<file path="config.mk">
export PLATFORM = sky130hd
export DESIGN_NAME = pair_fitness_tracker
export DESIGN_NICKNAME = d
export VERILOG_FILES = /design/src/rtl/pft_pkg.sv /design/src/rtl/pft_eq_checker.sv /design/src/rtl/pft_window.sv /design/src/rtl/pft_side_fsm.sv /design/src/rtl/pair_fitness_tracker.sv
export SDC_FILE = /design/constraint.sdc
export NUM_CORES = 1
export LEC_CHECK = 0
export BUFFER_PORTS_ARGS = -buffer_cell sky130_fd_sc_hd__buf_4
export CAP_MARGIN = 20
export CORE_ASPECT_RATIO = 0.75
export CORE_MARGIN = 3
export CORE_UTILIZATION = 40
export DETAILED_ROUTE_END_ITERATION = 7
export GPL_TIMING_DRIVEN = 0
export PLACE_DENSITY_LB_ADDON = 0.2
export SLEW_MARGIN = 15
export SYNTH_ARGS = -nofsm -noshare
export SYNTH_HDL_FRONTEND = slang
export SYNTH_SLANG_ARGS = --single-unit
</file>
<file path="constraint.sdc">
create_clock -name clk -period 3.8 [get_ports clk]
set_clock_uncertainty 0.2 [all_clocks]
set_input_delay 0.19 -clock clk [delete_from_list [all_inputs] [get_ports clk]]
set_output_delay 0.19 -clock clk [all_outputs]
set_load 0.03 [all_outputs]
</file>
<file path="src/rtl/pft_pkg.sv">
package pft_pkg;

    typedef enum logic [1:0] {
        FIT_HEALTHY  = 2'd0,
        FIT_DOUBTED  = 2'd1,
        FIT_MENDING  = 2'd2,
        FIT_RESTORED = 2'd3
    } fit_e;

    typedef enum logic {
        MODE_RUN  = 1'b0,
        MODE_HOLD = 1'b1
    } mode_e;

endpackage

</file>
<file path="src/rtl/pft_eq_checker.sv">
module pft_eq_checker #(
    parameter int W = 8
) (
    input  logic [W-1:0] mine_i,
    input  logic [W-1:0] other_i,
    output logic         ok_o
);
    // One side's own verdict: its result against the partner's result.
    always_comb begin
        ok_o = (mine_i == other_i);
    end
endmodule

</file>
<file path="src/rtl/pft_window.sv">
module pft_window #(
    parameter int WIN = 600,
    localparam int CW = $clog2(WIN + 1),
    localparam int IW = $clog2(WIN)
) (
    input  logic          clk,
    input  logic          rst_n,
    input  logic          count_en_i,
    input  logic          mism_i,
    output logic          close_o,
    output logic [CW-1:0] total_o,
    output logic [CW-1:0] cnt_o
);
    logic [IW-1:0] idx_q;
    logic [CW-1:0] cnt_q;

    always_comb begin
        close_o = count_en_i && (idx_q == IW'(WIN - 1));
        total_o = cnt_q + CW'(mism_i);
        cnt_o   = cnt_q;
    end

    always_ff @(posedge clk or negedge rst_n) begin
        if (!rst_n) begin
            idx_q <= '0;
            cnt_q <= '0;
        end else if (count_en_i) begin
            if (close_o) begin
                idx_q <= '0;
                cnt_q <= '0;
            end else begin
                idx_q <= idx_q + 1'b1;
                if (mism_i && (cnt_q != CW'(WIN))) begin
                    cnt_q <= cnt_q + 1'b1;
                end
            end
        end
    end

    // mismatches can never outnumber the samples already taken
    a_r2_cnt_within_samples: assert property (@(posedge clk) disable iff (!rst_n)
        (32'(cnt_q) <= 32'(idx_q)));

    // the count is cleared once the closing sample has been taken
    a_r2_clear_on_close: assert property (@(posedge clk) disable iff (!rst_n)
        close_o |=> (cnt_q == '0));
endmodule

</file>
<file path="src/rtl/pft_side_fsm.sv">
module pft_side_fsm
    import pft_pkg::*;
#(
    parameter int CW = 10,
    parameter int DOUBT_LIM = 6,
    parameter int MEND_LIM = 4
) (
    input  logic          clk,
    input  logic          rst_n,
    input  logic          close_i,
    input  logic [CW-1:0] total_i,
    input  logic          may_mend_i,
    output fit_e          state_o,
    output logic          go_mend_o
);
    fit_e state_q, state_n;
    logic over_doubt, within_mend;

    always_comb begin
        over_doubt  = (32'(total_i) > DOUBT_LIM);
        within_mend = (32'(total_i) <= MEND_LIM);
    end

    always_ff @(posedge clk or negedge rst_n) begin
        if (!rst_n) state_q <= FIT_HEALTHY;
        else        state_q <= state_n;
    end

    always_comb begin
        state_n   = state_q;
        go_mend_o = 1'b0;
        if (close_i) begin
            unique case (state_q)
                FIT_HEALTHY: if (over_doubt) state_n = FIT_DOUBTED;
                FIT_DOUBTED: begin
                    if (!over_doubt) begin
                        state_n = FIT_HEALTHY;
                    end else if (may_mend_i) begin
                        state_n   = FIT_MENDING;
                        go_mend_o = 1'b1;
                    end
                end
                FIT_MENDING: begin
                    if (within_mend) state_n = FIT_RESTORED;
                    else             go_mend_o = 1'b1;
                end
                FIT_RESTORED: if (over_doubt) state_n = FIT_DOUBTED;
                default: state_n = FIT_HEALTHY;
            endcase
        end
        state_o = state_q;
    end

    // a healthy side can only stay healthy or fall to doubted
    a_r3_healthy_exit: assert property (@(posedge clk) disable iff (!rst_n)
        (state_q == FIT_HEALTHY) |=> (state_q == FIT_HEALTHY || state_q == FIT_DOUBTED));

    // a side in repair can only stay there or become restored
    a_r5_mending_exit: assert property (@(posedge clk) disable iff (!rst_n)
        (state_q == FIT_MENDING) |=> (state_q == FIT_MENDING || state_q == FIT_RESTORED));

    // states move only at a window close
    a_r3_move_on_close: assert property (@(posedge clk) disable iff (!rst_n)
        !close_i |=> $stable(state_q));
endmodule

</file>
<file path="src/rtl/pair_fitness_tracker.sv">
module pair_fitness_tracker
    import pft_pkg::*;
#(
    parameter int W = 8,
    parameter int WIN = 600,
    parameter int DOUBT_LIM = 6,
    parameter int MEND_LIM = 4,
    localparam int CW = $clog2(WIN + 1)
) (
    input  logic          clk,
    input  logic          rst_n,
    input  logic [W-1:0]  res_a_i,
    input  logic [W-1:0]  res_b_i,
    input  logic          valid_i,
    input  logic          fix_done_i,
    output logic [1:0]    state_a_o,
    output logic [1:0]    state_b_o,
    output logic [CW-1:0] disc_cnt_o,
    output logic          fix_req_o,
    output logic          match_o
);
    localparam int SIDES = 2;

    logic [W-1:0]  res_pair [SIDES];
    logic [SIDES-1:0] chk_ok;
    fit_e          st [SIDES];
    logic [SIDES-1:0] go_mend;
    logic [SIDES-1:0] may_mend;
    mode_e         mode_q, mode_n;
    logic          req_q, req_n;
    logic          count_en, win_close;
    logic [CW-1:0] win_total, win_cnt;

    assign res_pair[0] = res_a_i;
    assign res_pair[1] = res_b_i;

    // Duplicated checkers; verdicts merged like an open-drain wire.
    for (genvar g = 0; g < SIDES; g++) begin : g_chk
        pft_eq_checker #(.W(W)) i_chk (
            .mine_i (res_pair[g]),
            .other_i(res_pair[SIDES-1-g]),
            .ok_o   (chk_ok[g])
        );
    end
    assign match_o = &chk_ok;

    assign count_en = valid_i && (mode_q == MODE_RUN);

    pft_window #(.WIN(WIN)) i_window (
        .clk       (clk),
        .rst_n     (rst_n),
        .count_en_i(count_en),
        .mism_i    (!match_o),
        .close_o   (win_close),
        .total_o   (win_total),
        .cnt_o     (win_cnt)
    );

    // Single repair slot, side A first.
    always_comb begin
        may_mend[0] = (st[1] != FIT_MENDING);
        may_mend[1] = (st[0] != FIT_MENDING) && !go_mend[0];
    end

    for (genvar g = 0; g < SIDES; g++) begin : g_side
        pft_side_fsm #(
            .CW(CW), .DOUBT_LIM(DOUBT_LIM), .MEND_LIM(MEND_LIM)
        ) i_side (
            .clk       (clk),
            .rst_n     (rst_n),
            .close_i   (win_close),
            .total_i   (win_total),
            .may_mend_i(may_mend[g]),
            .state_o   (st[g]),
            .go_mend_o (go_mend[g])
        );
    end

    always_ff @(posedge clk or negedge rst_n) begin
        if (!rst_n) begin
            mode_q <= MODE_RUN;
            req_q  <= 1'b0;
        end else begin
            mode_q <= mode_n;
            req_q  <= req_n;
        end
    end

    always_comb begin
        mode_n = mode_q;
        req_n  = 1'b0;
        unique case (mode_q)
            MODE_RUN: begin
                if (win_close && (|go_mend)) begin
                    mode_n = MODE_HOLD;
                    req_n  = 1'b1;
                end
            end
            MODE_HOLD: if (fix_done_i) mode_n = MODE_RUN;
            default: mode_n = MODE_RUN;
        endcase
    end

    always_comb begin
        state_a_o  = st[0];
        state_b_o  = st[1];
        disc_cnt_o = win_cnt;
        fix_req_o  = req_q;
    end

    // the repair request never lasts two cycles
    a_r6_req_single: assert property (@(posedge clk) disable iff (!rst_n)
        fix_req_o |=> !fix_req_o);

    // the hold phase freezes states and count until repair completes
    a_r6_hold_frozen: assert property (@(posedge clk) disable iff (!rst_n)
        (mode_q == MODE_HOLD && !fix_done_i) |=> ($stable(st[0]) && $stable(st[1]) && disc_cnt_o == '0));

    // never both sides in repair
    a_r7_one_mending: assert property (@(posedge clk) disable iff (!rst_n)
        !(st[0] == FIT_MENDING && st[1] == FIT_MENDING));

    // differing results always clear the merged verdict
    a_r8_mismatch_clears: assert property (@(posedge clk) disable iff (!rst_n)
        (res_a_i != res_b_i) |-> !match_o);
endmodule

</file>
### Word-level counts from Yosys, hierarchy flattened

Index checks and enable logic that the tools add are counted.

* bits in registers: 26
* input bits: 20
* output and inout bits: 16
* word-level logic and storage cells: 71

* reduce and logical (&&, ||, !) cells: 17
* magnitude comparators: 2
* add/sub/neg operators: 3
* multiplexer cells: 24
* equal/unequal tests: 18
* bitwise gates (word level): 1

Operator list (number)
* $mux W10: 3
* $add A10 B1 Y10 const B: 2
* $eq A8 B8 Y1: 2
* $mux W2: 6
* $pmux W2 S3: 2
* $add A10 B1 Y10: 1
* $eq A10 B10 Y1 const B: 1
* $gt A10 B3 Y1 const B: 1
* $le A10 B3 Y1 const B: 1
* $mux W1: 10
* $ne A10 B10 Y1 const B: 1
* $eq A2 B2 Y1 const B: 4
* $reduce_and A4 Y1: 2
* $ne A2 B1 Y1 const B: 3
* $ne A2 B2 Y1 const B: 3
* $ne A3 B2 Y1 const B: 2
* $pmux W1 S2: 3
* $reduce_or A2 Y1: 3
* $logic_and A1 B1 Y1: 5
* $eq A2 B1 Y1 const B: 2
* $logic_not A2 Y1: 2
* $reduce_and A2 Y1: 2
* $logic_not A1 Y1: 2
* $reduce_bool A2 Y1: 1
* $not A1 Y1: 1

### Depth between registers and ports, before layout

* depth in word-level cells: 18
* depth in mapped cells: 14
* mapped depth without buffers: 13

### Modules after synthesis

From an unflattened synthesis, not the netlist that was laid out.

* cells, all modules: 211
* area total of the unflattened synthesis: 2000.7 µm²

Modules (own cells, without submodules)
* pft_window: seq. area each 500.5 µm², cells an instance 130, area an instance 1265.0 µm², times used 1
* pft_side_fsm: seq. area each 50.0 µm², cells an instance 24, area an instance 232.7 µm², times used 2
* pft_eq_checker: seq. area each 0.0 µm², cells an instance 11, area an instance 86.3 µm², times used 2
* pair_fitness_tracker: seq. area each 50.0 µm², cells an instance 11, area an instance 97.6 µm², times used 1

### Least setup slack after synthesis

Ideal clock, no wire load.

* path type: input-to-reg
* start point: in res_a_i[6]
* end point: reg g_side[0].i_side.state_q[1]
* path buffers: 0
* cell stages on the path: 13
* library setup time: 125 ps
* path slack: 301 ps
* arrival time: 3174 ps
* data required time: 3475 ps
* cell sequence: xnor2_1 -> nand4_1 -> nor2_1 -> inv_1 -> ha_1 -> ha_1 -> nor2b_1 -> a21oi_1 -> o21ai_0 -> mux2_2 -> and2_1 -> a2111oi_4 -> mux2_4

* word-level cells in the longest chain between the ends: 7
* elaborated cells between the ends (all ways): 13
* classes of those cells: 1 x add/sub; 2 x order compare; 5 x eq/ne; 2 x mux; 3 x reduce/logical

Ends and longest elaborated chain
* start: declaration: RTL line pair_fitness_tracker.sv:12 `input logic [W-1:0] res_a_i,`
* $eq A8 B8 Y1: RTL line pft_eq_checker.sv:10 `ok_o = (mine_i == other_i);`
* $reduce_and A2 Y1 *: RTL line pair_fitness_tracker.sv:45 `assign match_o = &chk_ok;`
* via match_o: RTL line pair_fitness_tracker.sv:20 `output logic match_o`
* $logic_not A1 Y1 *: RTL line pair_fitness_tracker.sv:53 `.mism_i (!match_o),`
* $add A10 B1 Y10 *: RTL line pft_window.sv:19 `total_o = cnt_q + CW'(mism_i);`
* $gt A10 B3 Y1 / $le A10 B3 Y1 (equally long branches): RTL line pft_side_fsm.sv:20, pft_side_fsm.sv:21
* $ne A3 B2 Y1 (no line) (tied with other cells)
* $reduce_and A4 Y1 (no line) / $pmux W2 S3 (equally long branches)
* end signal: assignment: RTL line pft_side_fsm.sv:26 `else state_q <= state_n;`
* end: declaration: RTL line pft_side_fsm.sv:16 `fit_e state_q, state_n;`

Mark *: on every way through the listed nets, which the timed path passes. The rest lies on a longest branch.
A chain may end at the register's enable or synchronous reset.

### Worst setup path after layout

* start point: reg i_window.cnt_q[0], in the netlist i_window.cnt_o[0]
* end point: reg g_side[0].i_side.state_q[1]

* word-level cells in the longest chain between the ends: 4
* elaborated cells between the ends (all ways): 9
* classes of those cells: 1 x add/sub; 2 x order compare; 3 x eq/ne; 2 x mux; 1 x reduce/logical

Ends and longest elaborated chain
* start: declaration: RTL line pft_window.sv:15 `logic [CW-1:0] cnt_q;`
* start signal: assignment: RTL line pft_window.sv:34 `cnt_q <= cnt_q + 1'b1;`
* $add A10 B1 Y10 *: RTL line pft_window.sv:19
* $gt A10 B3 Y1 / $le A10 B3 Y1 (equally long branches): RTL line pft_side_fsm.sv:20, pft_side_fsm.sv:21
* $ne A3 B2 Y1 (no line) (tied with other cells)
* $reduce_and A4 Y1 (no line) / $pmux W2 S3 (equally long branches)

Every way passes the cells marked *; elsewhere a longest branch is shown, timed or not.

==> impl_metrics.tcl <==
set metrics [dict create \
    status "finished, final reports clean" \
    p_leak_nw 1.040 \
    core_sq_um 4572 \
    first_global_vias 1497 \
    ys.flop_type "dfrtp_1" \
    wl_microns 4253 \
    intPower_mw 0.6408 \
    setup.worst_path.class "reg -> reg" \
    worstPathCellList "ha_1, ha_1, nor2b_1, a21oi_1, o21ai_0, mux2_2, and2_1, a2111oi_4, mux2_4" \
    reg2reg_depth 9 \
    drv_slew 0 \
    cpMostUsedCell "ha_1" \
    layout.nets 282 \
    synthArstFlopShare 1.000 \
    endpoint_kind "flop" \
    hpwl_microns 3275 \
    syn_area_per_cell_sq_um 9.191 \
    maxSlewHeadroom 0.5777 \
    drt_iter0_drc 118 \
    powerDensity_nw_per_um2 477.5 \
    postRouteAntennaNets 0 \
    grt_max_degree 27 \
    cts_tree "yes" \
    pwr-share-comb 0.497 \
    dieArea_sq_um 5728 \
    clk_pin_slew_ps 90 \
    area_growth_pct 19.87 \
    die_x_microns 86.40 \
    cts_buffer_depth 2 \
    post-cts-setup-buffers 0 \
    io_pins 36 \
    hp-class "in -> reg" \
    arrival_ps 3280 \
    cts_resized 0 \
    dr.pass1.iters 4 \
    cts_made_buffers 3 \
    seq_power_share 0.365 \
    period_share 0.8728 \
    wl_per_cell_microns 13.85 \
    final_common_cell "buf_4" \
    final_layout_size_suffix_gt1_frac 0.2240 \
    portBuffers 35 \
    htreeDepth 1 \
    cts_sinks 26 \
    rsz0062_at_grt "false" \
    yosysSeqAreaShare 0.3355 \
    rows 21 \
    ys_warn_count 0 \
    peakVddDrop_mv 0.4191 \
    switching_share 0.4228 \
    synth_fp_nets 241 \
    setup_viol 0 \
    grt_first_pass_wirelength_microns 7348 \
    layout_common_cells "35 x buf_4, 26 x dfrtp_1, 17 x nor2_1" \
    drc 0 \
    antenna_cells 0 \
    netlist_area_sq_um 1939 \
    grtUsageTotal 0.1599 \
    critPathMaxStageDelay_ps 480 \
    clockPowerShare 0.138 \
    max_slew.worst_pin.slew_ps 632.9 \
    fmax_mhz 301.5 \
    synth_cell_types 53 \
    yosys_register_bits 26 \
    total_power_mw 1.110 \
    hold_violations 0 \
    start_util 0.4242 \
    path_max_fanout 9 \
    finalNonFillerCells 307 \
    place_ws_ps 236.9 \
    cp-start-kind "flop" \
    period_needed_ps 3317 \
    fill_cells 424 \
    hold_depth 3 \
    p_switching_mw 0.4693 \
    dpl.cell_count 303 \
    required_ps 3760 \
    cap_violations 0 \
    antenna_found_initial 0 \
    clock_insertion_delay_worst_skew_ps 270 \
    postCtsHoldBufs 1 \
    gp_congestion 0.7699 \
    hold_ws_ps 40.03 \
    vias 1636 \
    synth_edf_count 0 \
    cts_root_buf "clkbuf_8" \
    slowest_stage "dfrtp_1" \
    grt_overflow 0 \
    fin_setup_tns_ps 0 \
    synth_cells 211 \
    dieHeight_microns 66.30 \
    vias_per_cell 5.329 \
    layout_setup_ws_ps 483.5 \
]
[flip-flops by register name (all words and copies together), names as in the netlist]
signal	count
g_side.i_side.state_o	4
mode_q	1
i_window.cnt_o	10
i_window.idx_q	10
fix_req_o	1
[stage by stage]
stage,util,instance area (sq um)
after floorplan,-,1939
after global placement,0.4973,2273
after detailed placement,0.4973,2273
after CTS,0.5085,2325
after global routing,0.5085,2325
final,0.5085,2325
[area by class of cell]
type,count,area (sq um),area share
Clock buffer,3,41.29,0.01776
Sequential cell,26,650.6,0.2799
Inverter,12,45.04,0.01938
Buffer,7,47.55,0.02045
Tap cell,57,71.32,0.03068
Timing Repair Buffer,36,272.8,0.1173
Multi-Input combinational cell,166,1196,0.5145
[Yosys cell counts (3+ instances only)]
cell type	instances	area [sq um]
nand4_1	5	31.28
a21oi_1	13	65.06
nor2_1	17	63.81
nand2b_1	4	25.02
and2_1	3	18.77
nor2b_1	5	31.28
nand3_1	9	45.04
o21ai_0	11	55.05
or4_1	3	22.52
clkbuf_1	3	11.26
dfrtp_1	26	650.6
nand2_1	15	56.30
and3_1	3	18.77
ha_1	10	125.1
inv_1	12	45.04
xor2_1	7	61.31
xnor2_1	15	131.4
[kinds of logic after synthesis]
kind of cell	Yosys count	synth area share
flip-flops	26	0.3355
adder cells (fa/ha/maj)	10	0.06452
multiplexers	4	0.02387
AND/OR/NAND/NOR	85	0.2529
XOR/XNOR	22	0.09936
AO/OA/AOI/OAI	45	0.1761
buffers and inverters	19	0.04774
[critical path, delay by kind of cell (launching register included)]
family,cells,cell delay [ps]
DFF,1,480
muxes,2,780
AOI/OAI and AO/OA,3,730
and+or+nand+nor,2,420
adders and majority gates,2,600
[per-layer routing]
layer  vias to the layer above  part of all wire  global-route usage
met1                       764              0.53              0.2434
met3                         4             0.046             0.03487
met4                         0            0.0054             0.02335
met2                        30              0.42              0.2328
met5                         -                 0                   0
li1                        838                 -                   -
[power by group through the flow]
stage / clock network (mW) / logic (mW) / registers, mW
2_1_floorplan: 0 / 0.344 / 0.456
3_3_place_gp: 0 / 0.544 / 0.409
3_5_place_dp: 0 / 0.551 / 0.411
4_1_cts: 0.159 / 0.553 / 0.406
5_1_grt: 0.172 / 0.605 / 0.417
6_report: 0.153 / 0.551 / 0.405
[final timing paths]
check,startpoint,to,slack (ps)
worst max-delay path,i_window.cnt_o[0]$_DFFE_PN0P_,g_side[0].i_side.state_o[1]$_DFFE_PN0P_,480
max in group asynchronous,rst_n,i_window.idx_q[9]$_DFFE_PN0P_,2970
worst min register to register,i_window.idx_q[5]$_DFFE_PN0P_,i_window.idx_q[5]$_DFFE_PN0P_,300
worst min-delay path,fix_done_i,mode_q$_DFF_PN0_,40
min in group asynchronous,rst_n,i_window.cnt_o[3]$_DFFE_PN0P_,170
worst max register to register,i_window.cnt_o[0]$_DFFE_PN0P_,g_side[0].i_side.state_o[1]$_DFFE_PN0P_,480
(Power assumes the default switching activity.)
